$ cat src/rtl/lsu_pkg.sv
package lsu_pkg;

    localparam int unsigned DATA_W  = 32;
    localparam int unsigned LANES   = DATA_W / 8;
    localparam int unsigned LANE_W  = $clog2(LANES);

    typedef struct packed {
        logic imm_sel;
        logic pre;
        logic up;
        logic wb;
        logic byte_op;
        logic load;
    } xfer_mode_t;

    typedef enum logic [2:0] {
        ST_IDLE  = 3'd0,
        ST_BUS   = 3'd1,
        ST_WBASE = 3'd2,
        ST_WDEST = 3'd3,
        ST_DONE  = 3'd4
    } xfer_state_t;

    function automatic logic [DATA_W-1:0] rot_right_bytes(
        input logic [DATA_W-1:0] v,
        input logic [LANE_W-1:0] nb
    );
        logic [2*DATA_W-1:0] dbl;
        dbl = {v, v} >> (8 * nb);
        return dbl[DATA_W-1:0];
    endfunction

    function automatic logic [LANES-1:0] lane_onehot(input logic [LANE_W-1:0] nb);
        return LANES'(1) << nb;
    endfunction

endpackage

$ cat src/rtl/lsu_addr_gen.sv
module lsu_addr_gen
    import lsu_pkg::*;
#(
    parameter int unsigned ADDR_W = 32,
    parameter int unsigned IMM_W  = 12
) (
    input  xfer_mode_t        mode,
    input  logic [IMM_W-1:0]  imm,
    input  logic [ADDR_W-1:0] shifted,
    input  logic [ADDR_W-1:0] base,
    output logic [ADDR_W-1:0] xfer_addr,
    output logic [ADDR_W-1:0] new_base,
    output logic              base_upd
);
    logic [ADDR_W-1:0] offset;

    always_comb begin
        offset    = mode.imm_sel ? shifted : ADDR_W'(imm);
        new_base  = mode.up ? (base + offset) : (base - offset);
        xfer_addr = mode.pre ? new_base : base;
        base_upd  = !mode.pre || mode.wb;
    end
endmodule

$ cat src/rtl/lsu_align.sv
module lsu_align
    import lsu_pkg::*;
(
    input  logic                 byte_op,
    input  logic [LANE_W-1:0]    lane,
    input  logic [DATA_W-1:0]    rdata,
    input  logic [DATA_W-1:0]    store_val,
    output logic [DATA_W-1:0]    ld_val,
    output logic [DATA_W-1:0]    wdata,
    output logic [LANES-1:0]     be
);
    logic [DATA_W-1:0] rotated;

    assign rotated = rot_right_bytes(rdata, lane);

    always_comb begin
        if (byte_op) begin
            ld_val = DATA_W'(rotated[7:0]);
            be     = lane_onehot(lane);
        end else begin
            ld_val = rotated;
            be     = '1;
        end
    end

    for (genvar g = 0; g < LANES; g++) begin : g_lane
        assign wdata[8*g +: 8] = byte_op ? store_val[7:0] : store_val[8*g +: 8];
    end
endmodule

$ cat src/rtl/lsu_seq.sv
module lsu_seq
    import lsu_pkg::*;
(
    input  logic        clk,
    input  logic        rst,
    input  logic        start,
    input  logic        bus_ready,
    input  logic        base_upd,
    input  logic        is_load,
    output xfer_state_t state
);
    xfer_state_t nxt;

    always_comb begin
        nxt = state;
        unique case (state)
            ST_IDLE:  if (start) nxt = ST_BUS;
            ST_BUS:   if (bus_ready) nxt = base_upd ? ST_WBASE : (is_load ? ST_WDEST : ST_DONE);
            ST_WBASE: nxt = is_load ? ST_WDEST : ST_DONE;
            ST_WDEST: nxt = ST_DONE;
            ST_DONE:  nxt = ST_IDLE;
            default:  nxt = ST_IDLE;
        endcase
    end

    always_ff @(posedge clk) begin
        if (rst) state <= ST_IDLE;
        else     state <= nxt;
    end
endmodule

$ cat src/rtl/lsu_word_byte.sv
module lsu_word_byte
    import lsu_pkg::*;
#(
    parameter int unsigned ADDR_W = 32,
    parameter int unsigned IMM_W  = 12,
    parameter int unsigned RIDX_W = 4
) (
    input  logic              clk,
    input  logic              rst,
    input  logic              req,
    output logic              ready,
    input  logic              imm_sel,
    input  logic              pre,
    input  logic              up,
    input  logic              wb,
    input  logic              byte_op,
    input  logic              load,
    input  logic [RIDX_W-1:0] base_idx,
    input  logic [RIDX_W-1:0] dst_idx,
    input  logic [IMM_W-1:0]  imm12,
    input  logic [ADDR_W-1:0] shifted_off,
    input  logic [ADDR_W-1:0] base_val,
    input  logic [DATA_W-1:0] store_val,
    output logic              bus_req,
    output logic              bus_we,
    output logic [ADDR_W-1:0] bus_addr,
    output logic [LANES-1:0]  bus_be,
    output logic [DATA_W-1:0] bus_wdata,
    input  logic [DATA_W-1:0] bus_rdata,
    input  logic              bus_ready,
    output logic              reg_we,
    output logic [RIDX_W-1:0] reg_idx,
    output logic [DATA_W-1:0] reg_wdata,
    output logic              done
);
    xfer_mode_t        mode_q;
    logic [RIDX_W-1:0] bidx_q, didx_q;
    logic [IMM_W-1:0]  imm_q;
    logic [ADDR_W-1:0] shoff_q, base_q;
    logic [DATA_W-1:0] sval_q, rdata_q;
    xfer_state_t       state;
    logic              start;
    logic [ADDR_W-1:0] xfer_addr, new_base;
    logic              base_upd;
    logic [DATA_W-1:0] ld_val;

    assign ready = (state == ST_IDLE);
    assign start = req && ready;

    always_ff @(posedge clk) begin
        if (rst) begin
            mode_q  <= '0;
            bidx_q  <= '0;
            didx_q  <= '0;
            imm_q   <= '0;
            shoff_q <= '0;
            base_q  <= '0;
            sval_q  <= '0;
            rdata_q <= '0;
        end else begin
            if (start) begin
                mode_q  <= '{imm_sel: imm_sel, pre: pre, up: up, wb: wb,
                             byte_op: byte_op, load: load};
                bidx_q  <= base_idx;
                didx_q  <= dst_idx;
                imm_q   <= imm12;
                shoff_q <= shifted_off;
                base_q  <= base_val;
                sval_q  <= store_val;
            end
            if (state == ST_BUS && bus_ready) rdata_q <= bus_rdata;
        end
    end

    lsu_addr_gen #(.ADDR_W(ADDR_W), .IMM_W(IMM_W)) u_addr (
        .mode      (mode_q),
        .imm       (imm_q),
        .shifted   (shoff_q),
        .base      (base_q),
        .xfer_addr (xfer_addr),
        .new_base  (new_base),
        .base_upd  (base_upd)
    );

    lsu_align u_align (
        .byte_op   (mode_q.byte_op),
        .lane      (xfer_addr[LANE_W-1:0]),
        .rdata     (rdata_q),
        .store_val (sval_q),
        .ld_val    (ld_val),
        .wdata     (bus_wdata),
        .be        (bus_be)
    );

    lsu_seq u_seq (
        .clk       (clk),
        .rst       (rst),
        .start     (start),
        .bus_ready (bus_ready),
        .base_upd  (base_upd),
        .is_load   (mode_q.load),
        .state     (state)
    );

    always_comb begin
        bus_req  = (state == ST_BUS);
        bus_we   = bus_req && !mode_q.load;
        bus_addr = mode_q.byte_op ? xfer_addr
                                  : {xfer_addr[ADDR_W-1:LANE_W], {LANE_W{1'b0}}};
        reg_we   = (state == ST_WBASE) || (state == ST_WDEST);
        reg_idx  = (state == ST_WBASE) ? bidx_q : didx_q;
        reg_wdata = (state == ST_WBASE) ? new_base : ld_val;
        done     = (state == ST_DONE);
    end
endmodule

$ cat config.mk
export PLATFORM = sky130hd
export DESIGN_NAME = lsu_word_byte
export DESIGN_NICKNAME = d
export VERILOG_FILES = /design/src/rtl/lsu_pkg.sv /design/src/rtl/lsu_addr_gen.sv /design/src/rtl/lsu_align.sv /design/src/rtl/lsu_seq.sv /design/src/rtl/lsu_word_byte.sv
export SDC_FILE = /design/constraint.sdc
export NUM_CORES = 1
export LEC_CHECK = 0
export BUFFER_PORTS_ARGS = -buffer_cell sky130_fd_sc_hd__buf_2
export CAP_MARGIN = 20
export CORE_MARGIN = 8
export CORE_UTILIZATION = 45
export CTS_CLUSTER_SIZE = 14
export DETAILED_ROUTE_END_ITERATION = 8
export GPL_ROUTABILITY_DRIVEN = 0
export PLACE_DENSITY = 0.74
export SYNTH_ARGS = -nofsm -noshare
export SYNTH_HDL_FRONTEND = slang
export SYNTH_HIERARCHICAL = 1
export SYNTH_SLANG_ARGS = --single-unit
$ cat constraint.sdc
create_clock -name clk -period 6.28 [get_ports clk]
set_clock_uncertainty 0.15 [all_clocks]
set_input_delay 0.314 -clock clk [delete_from_list [all_inputs] [get_ports clk]]
set_output_delay 0.314 -clock clk [all_outputs]
set_load 0.03 [all_outputs]
==> results of run 1 <==
## kinds of logic (layout without fill, tap and decap cells)
logic type,after synthesis,count (layout),share of synthesized area (%)
DFF,157,157,26.3
buffers and inverters,140,457,6.58
adders and majority gates,40,40,4.25
other,0,2,0
xor gates and xnor gates,43,43,3.15
muxes,267,267,23.9
AOI/OAI and AO/OA,233,233,12.2
and+or+nand+nor,483,483,23.5
## synthesized netlist by cell type, types with 6 or more instances
| cell type | number | area (um^2) |
|---|---|---|
| o21bai_1 | 7 | 52.6 |
| xor2_1 | 12 | 105 |
| a31oi_1 | 13 | 81.3 |
| ha_1 | 39 | 488 |
| clkbuf_1 | 55 | 206 |
| o31ai_1 | 8 | 60.1 |
| dfxtp_1 | 157 | 3140 |
| nor2_1 | 41 | 154 |
| mux2i_1 | 194 | 1940 |
| o22ai_1 | 28 | 175 |
| a32oi_1 | 9 | 78.8 |
| nand2_1 | 46 | 173 |
| nand3_1 | 7 | 35.0 |
| inv_1 | 37 | 139 |
| mux4_2 | 8 | 180 |
| nor2b_1 | 6 | 37.5 |
| xnor2_1 | 31 | 272 |
| nor3_1 | 16 | 80.1 |
| mux2_2 | 64 | 721 |
| o21ai_0 | 62 | 310 |
| nand2b_1 | 322 | 2010 |
| buf_4 | 24 | 180 |
| nand4_1 | 9 | 56.3 |
| buf_12 | 8 | 160 |
| a21oi_1 | 54 | 270 |
| buf_2 | 8 | 40.0 |
| a21o_1 | 10 | 75.1 |
## placed cells by master, fill, tap and decap left out, types with 8 or more instances in the layout
| cell type | instances |
|---|---|
| mux4_2 | 8 |
| a21oi_1 | 54 |
| buf_2 | 265 |
| nor2_1 | 41 |
| xor2_1 | 12 |
| o21ai_0 | 62 |
| mux2_2 | 64 |
| nor3_1 | 16 |
| a32oi_1 | 9 |
| nand4_1 | 9 |
| dlygate4sd3_1 | 110 |
| ha_1 | 39 |
| clkbuf_16 | 17 |
| buf_4 | 10 |
| mux2i_1 | 194 |
| a31oi_1 | 13 |
| inv_1 | 37 |
| o31ai_1 | 8 |
| nand2b_1 | 322 |
| dfxtp_1 | 156 |
| o22ai_1 | 28 |
| nand2_1 | 46 |
| xnor2_1 | 31 |
| a21o_1 | 10 |
## power by group through the flow
stage / Clock [mW] / Combinational [mW] / Sequential, mW
floorplan: 0 / 1.64 / 1.18
global placement: 0 / 2.09 / 1.22
detailed placement: 0 / 2.12 / 1.23
CTS: 1.13 / 2.19 / 1.21
global route: 1.17 / 2.38 / 1.22
finish: 1.10 / 2.22 / 1.21
## flip-flops by register name, summed over array words and instances, names as in the netlist
| name | count |
|---|---|
| bidx_q | 4 |
| sval_q | 32 |
| didx_q | 4 |
| imm_q | 12 |
| base_q | 32 |
| shoff_q | 32 |
| mode_q | 6 |
| rdata_q | 32 |
| u_seq/state | 3 |
## metrics by stage
step           cell area (um^2)  instances  setup slack (ps)  hold slack, ps
6_report                  14900       2017               476            8.97
5_1_grt                   14900       2017               218            3.36
4_1_cts                   14800       2012               376           0.677
3_5_place_dp              13100       1872               906             309
3_3_place_gp              13100       1872              1050             303
2_1_floorplan             11900       1363               698             294
## routing by layer
metal / share of wire (%) / vias to the layer above / track usage [%]
met5: 0.034 / - / 0
met4: 4.9 / 2 / 10.6
met3: 8.0 / 117 / 5.77
met2: 48 / 515 / 39.5
met1: 39 / 5266 / 26.5
li1: - / 5388 / -
## critical path, cell delays in order, from the launching register on
cell	delay [ps]
dfxtp_4	460
or4_1	560
o31ai_1	130
and4_1	380
and3_1	280
nor2_2	130
o22ai_1	230
a31oi_1	90
ha_1	410
a21o_1	220
a21o_1	180
a21o_1	190
a221o_1	360
a211oi_4	360
o21ai_0	170
xnor2_1	330
mux2_2	210
buf_2	200
## worst min-delay path by stage
stage | startpoint | end
6_report | shifted_off[22] | shoff_q[22]
5_1_grt | base_idx[2] | bidx_q[2]
4_1_cts | base_val[15] | base_q[15]
3_5_place_dp | mode_q[2] | mode_q[2]
3_3_place_gp | mode_q[2] | mode_q[2]
2_1_floorplan | mode_q[2] | mode_q[2]
## final cells by class
type | instances | area (um^2) | area share [%]
multi-input cells | 1066 | 8030 | 53.9
flip-flops and latches | 157 | 3150 | 21.1
repair buffers | 387 | 2530 | 17.0
clock buffers | 17 | 425 | 2.86
well taps | 335 | 419 | 2.82
clock inverters | 15 | 181 | 1.22
inverters | 38 | 143 | 0.958
diodes | 2 | 5.00 | 0.0336
## what timing repair did
item / CTS / global route
gates resized for setup: 0 / 1
setup endpoints to repair: 0 / 1
endpoints found under the hold margin: 108 / 2
hold buffers: 108 / 2
==> results.toml, run 1 <==
[outcome]
status = "completed"

[sta]
finalMaxSlewViolations = 0
fin_setup_tns_ps = 0
relSlewSlack_pct = 34.2
hold_viol = 0
max_freq_ghz = 0.172
min_period_ps = 5800
setup_viol = 0
rsz0062_at_grt = "false"
worst_pin_slew_ps = 986
finalCritPeriodShare_pct = 92.4

[final_layout]
drive_gt1_share_pct = 23.4
area_growth_pct = 24.6
nets = 1865
fillCellCount = 2294
post-route-util_pct = 57.1

[clock_tree]
clockBufferDepth = 2
clkLatencyLatePin_ps = 440
cts_buffers = 17
cts_tree = "yes"
cts.sinks = 157
cts-root-buf = "clkbuf_16"
cts_setup_buffers = 0
cts.htree.levels = 4
clkTransAtPathRegs_ps = 70

[grt]
first_global_vias = 11125
grt_use_total_pct = 23.0
grt_max_degree = 185
grt_pass1_wl_um = 58400
antenna_found_initial = 3
grt_overflow = 0

[power]
switching_share_pct = 43.7
p_total_mw = 4.54
seqPwrFrac_pct = 26.7
power_switching_mw = 1.98
clockPowerShare_pct = 24.3
intPower_mw = 2.55
powerDensity_nw_per_um2 = 305
power.share.combinational_pct = 49.0
peakVddDrop_uv = 201
leakagePower_nw = 6.34

[synthesis]
syn_inst = 1363
synth.avg_cell_area_um2 = 8.76
ys_ff_latch = 157
synth.distinct_cells = 65
syn-num-nets = 1561
yosys_warnings = 6
seq_area_frac_synth_pct = 26.3
ys_async_sr_fraction_pct = 0
synth_flop_cell = "dfxtp_1"
synth-edff-count = 0
netlist_area_um2 = 11900

[detailed_routing]
dr.pass1.iters = 6
route.detailed.drc = 0
drt-wirelength-per-cell_um = 18.9
vias = 11288
via_per_inst = 5.60
antenna_left = 0
drt-total-wl_um = 38200
first_iter_violations = 946

[floorplanning]
fp.dieW_um = 179
start_util_pct = 45.8
io_pins = 267
dieArea_um2 = 32000
rows = 59
die_h_um = 179
core_area_um2 = 26100

[setup_path]
cp-startpoint = "mode_q[5]"
r2r_setup_slack_ps = 3600
r2r_cells = 4
worstReg2RegStart = "u_seq/state[2]"
cp.required_ps = 5820
critPathCaptureType = "primary output"
cp.arrival_ps = 5340
crit_fanout = 34
cp-start-kind = "register"
crit_type = "reg -> out"
r2r_end = "base_q[21]"
timing.critical_path.to = "reg_wdata[28]"

[hold_path]
whs_path_depth = 3
hp-class = "in -> reg"

[placement]
hpwl_um = 27800
io_buffers = 266

[run]
cap_violations = 0
Note: power is estimated with default switching activity, not from simulation.
==> run 2: changes to the inputs <==
- CORE_UTILIZATION: 45 -> 56
- PLACE_DENSITY: 0.74 -> 0.88
==> run 2 against run 1 <==
Net effect:
- sequential share of layout area is 0.18 points higher
- final cell count shrank 3.3%
- sequential power is essentially flat
- utilization is 13 points higher
- largest cell class unchanged
- worst hold slack worse by 1.9 ps
- total power rose by 1.1%
- final area is 0.91% lower
- worst setup slack got worse by 78 ps
- critical path type unchanged
- clock power is essentially flat
- fmax shrank 1.3%
- wire length grew 3.7%
==> results.toml, run 2 (synthesis gave the netlist of run 1 again) <==
[floorplanning]
core_area_um2 = 21000
fp.dieW_um = 162
rows = 53
dieArea_um2 = 26300
io_pins = 267
start_util_pct = 57.0
die_h_um = 162

[detailed_routing]
drt-wirelength-per-cell_um = 20.3
route.detailed.drc = 0
drt-total-wl_um = 39600
dr.pass1.iters = 6
first_iter_violations = 1054
vias = 11587
antenna_left = 0
via_per_inst = 5.94

[sta]
relSlewSlack_pct = 38.2
hold_viol = 0
worst_pin_slew_ps = 927
rsz0062_at_grt = "false"
whs_ps = 7.03
max_freq_ghz = 0.170
finalMaxSlewViolations = 0
min_period_ps = 5880
setup_viol = 0
finalCritPeriodShare_pct = 93.7
setup_ws_ps = 398
fin_setup_tns_ps = 0

[grt]
grt_pass1_wl_um = 62300
grt_use_total_pct = 29.5
grt_max_degree = 183
grt_overflow = 0
antenna_found_initial = 6
first_global_vias = 12003

[final_layout]
area_growth_pct = 23.5
mostFrequentLayoutCells = "nand2b_1, buf_2, mux2i_1"
final_common_cell = "nand2b_1"
nets = 1858
fin_area_um2 = 14700
drive_gt1_share_pct = 23.5
post-route-util_pct = 70.4

[power]
clockPowerShare_pct = 23.8
seqPwrFrac_pct = 26.3
peakVddDrop_uv = 224
power_switching_mw = 2.06
intPower_mw = 2.53
powerDensity_nw_per_um2 = 311
leakagePower_nw = 6.31
switching_share_pct = 45.0
power.share.combinational_pct = 49.8

[setup_path]
crit_type = "reg -> out"
crit_family = "compound AO/OA/AOI/OAI gates"
cp.required_ps = 5820
slowest_stage = "dfxtp_2"
crit_fanout = 29
cp.arrival_ps = 5420
path_buf_inv = 1
r2r_setup_slack_ps = 3610
r2r_cells = 4
cp.depth = 17
cp-start-kind = "register"
worstReg2RegStart = "u_seq/state[2]"
path_cells = "nor4b_1 -> a22o_1 -> and4_1 -> and3_1 -> nor2_2 -> o22ai_1 -> a31oi_1 -> ha_1 -> a21o_1 -> a21o_1 -> a21o_1 -> a221o_1 -> a211oi_4 -> o21ai_0 -> xnor2_1 -> mux2_2 -> buf_2"
r2r_end = "shoff_q[31]"
slowest_delay_ps = 670
cpMostUsedCell = "a21o_1"
critPathCaptureType = "primary output"

[clock_tree]
cts_buffers = 17
cts_tree = "yes"
cts-root-buf = "clkbuf_16"
post_cts_resized = 0
clkTransAtPathRegs_ps = 70
clockBufferDepth = 2
cts_setup_buffers = 0
clkLatencyLatePin_ps = 430
cts.sinks = 157
cts.htree.levels = 4

[placement]
post-place-ws_ps = 1030
io_buffers = 266
placed_cell_area_um2 = 13100
hpwl_um = 27200

[hold_path]
holdPathEnd = "shoff_q[20]"
hp-start = "shifted_off[20]"
whs_path_depth = 3
hp-class = "in -> reg"

[outcome]
status = "completed"

[run]
cap_violations = 0
[run 2: how the worst max path moves through the flow]
stage          startpoint             to
2_1_floorplan   mode_q[5]   bus_addr[30]
3_3_place_gp    mode_q[5]  reg_wdata[28]
3_5_place_dp    mode_q[5]  reg_wdata[28]
4_1_cts         mode_q[5]  reg_wdata[28]
5_1_grt         mode_q[5]  reg_wdata[28]
6_report        mode_q[5]  reg_wdata[28]
[run 2: power by group through the flow]
stage | sequential [mW] | clock [mW] | combinational, mW
2_1_floorplan | 1.18 | 0 | 1.64
3_3_place_gp | 1.22 | 0 | 2.08
3_5_place_dp | 1.22 | 0 | 2.12
4_1_cts | 1.20 | 1.10 | 2.20
5_1_grt | 1.22 | 1.14 | 2.42
6_report | 1.21 | 1.09 | 2.29
[run 2: per-layer routing]
| metal | GRT usage (%) | vias up | routed length, um |
|---|---|---|---|
| met5 | 0 | - | 34 |
| met4 | 18.1 | 6 | 2180 |
| met3 | 9.74 | 172 | 4090 |
| met2 | 50.8 | 681 | 19200 |
| met1 | 30.8 | 5364 | 14100 |
| li1 | - | 5364 | - |
[run 2: layout make-up]
| type | instances | area, um^2 |
|---|---|---|
| Antenna cell | 3 | 7.51 |
| Clock buffer | 17 | 425 |
| Clock inverter | 15 | 191 |
| Fill cell | 1527 | 6210 |
| Inverter | 38 | 143 |
| Multi-Input combinational cell | 1066 | 8030 |
| Sequential cell | 157 | 3140 |
| Tap cell | 275 | 344 |
| Timing Repair Buffer | 380 | 2460 |
[run 2: through the flow]
step	cells	total power, mW
final	1951	4.59
after global routing	1951	4.79
after CTS	1946	4.50
after detailed placement	1812	3.34
after global placement	1812	3.30
after floorplan	1363	2.82
[run 2: worst min-delay path, cell delays in order]
cell and delay, ps:
buf_2 90, nand2b_1 60, mux2i_1 60
[run 2: repair_timing]
item,in CTS,in global routing
hold endpoints to repair,102,1
hold buffers,102,1
setup endpoints to repair,0,0
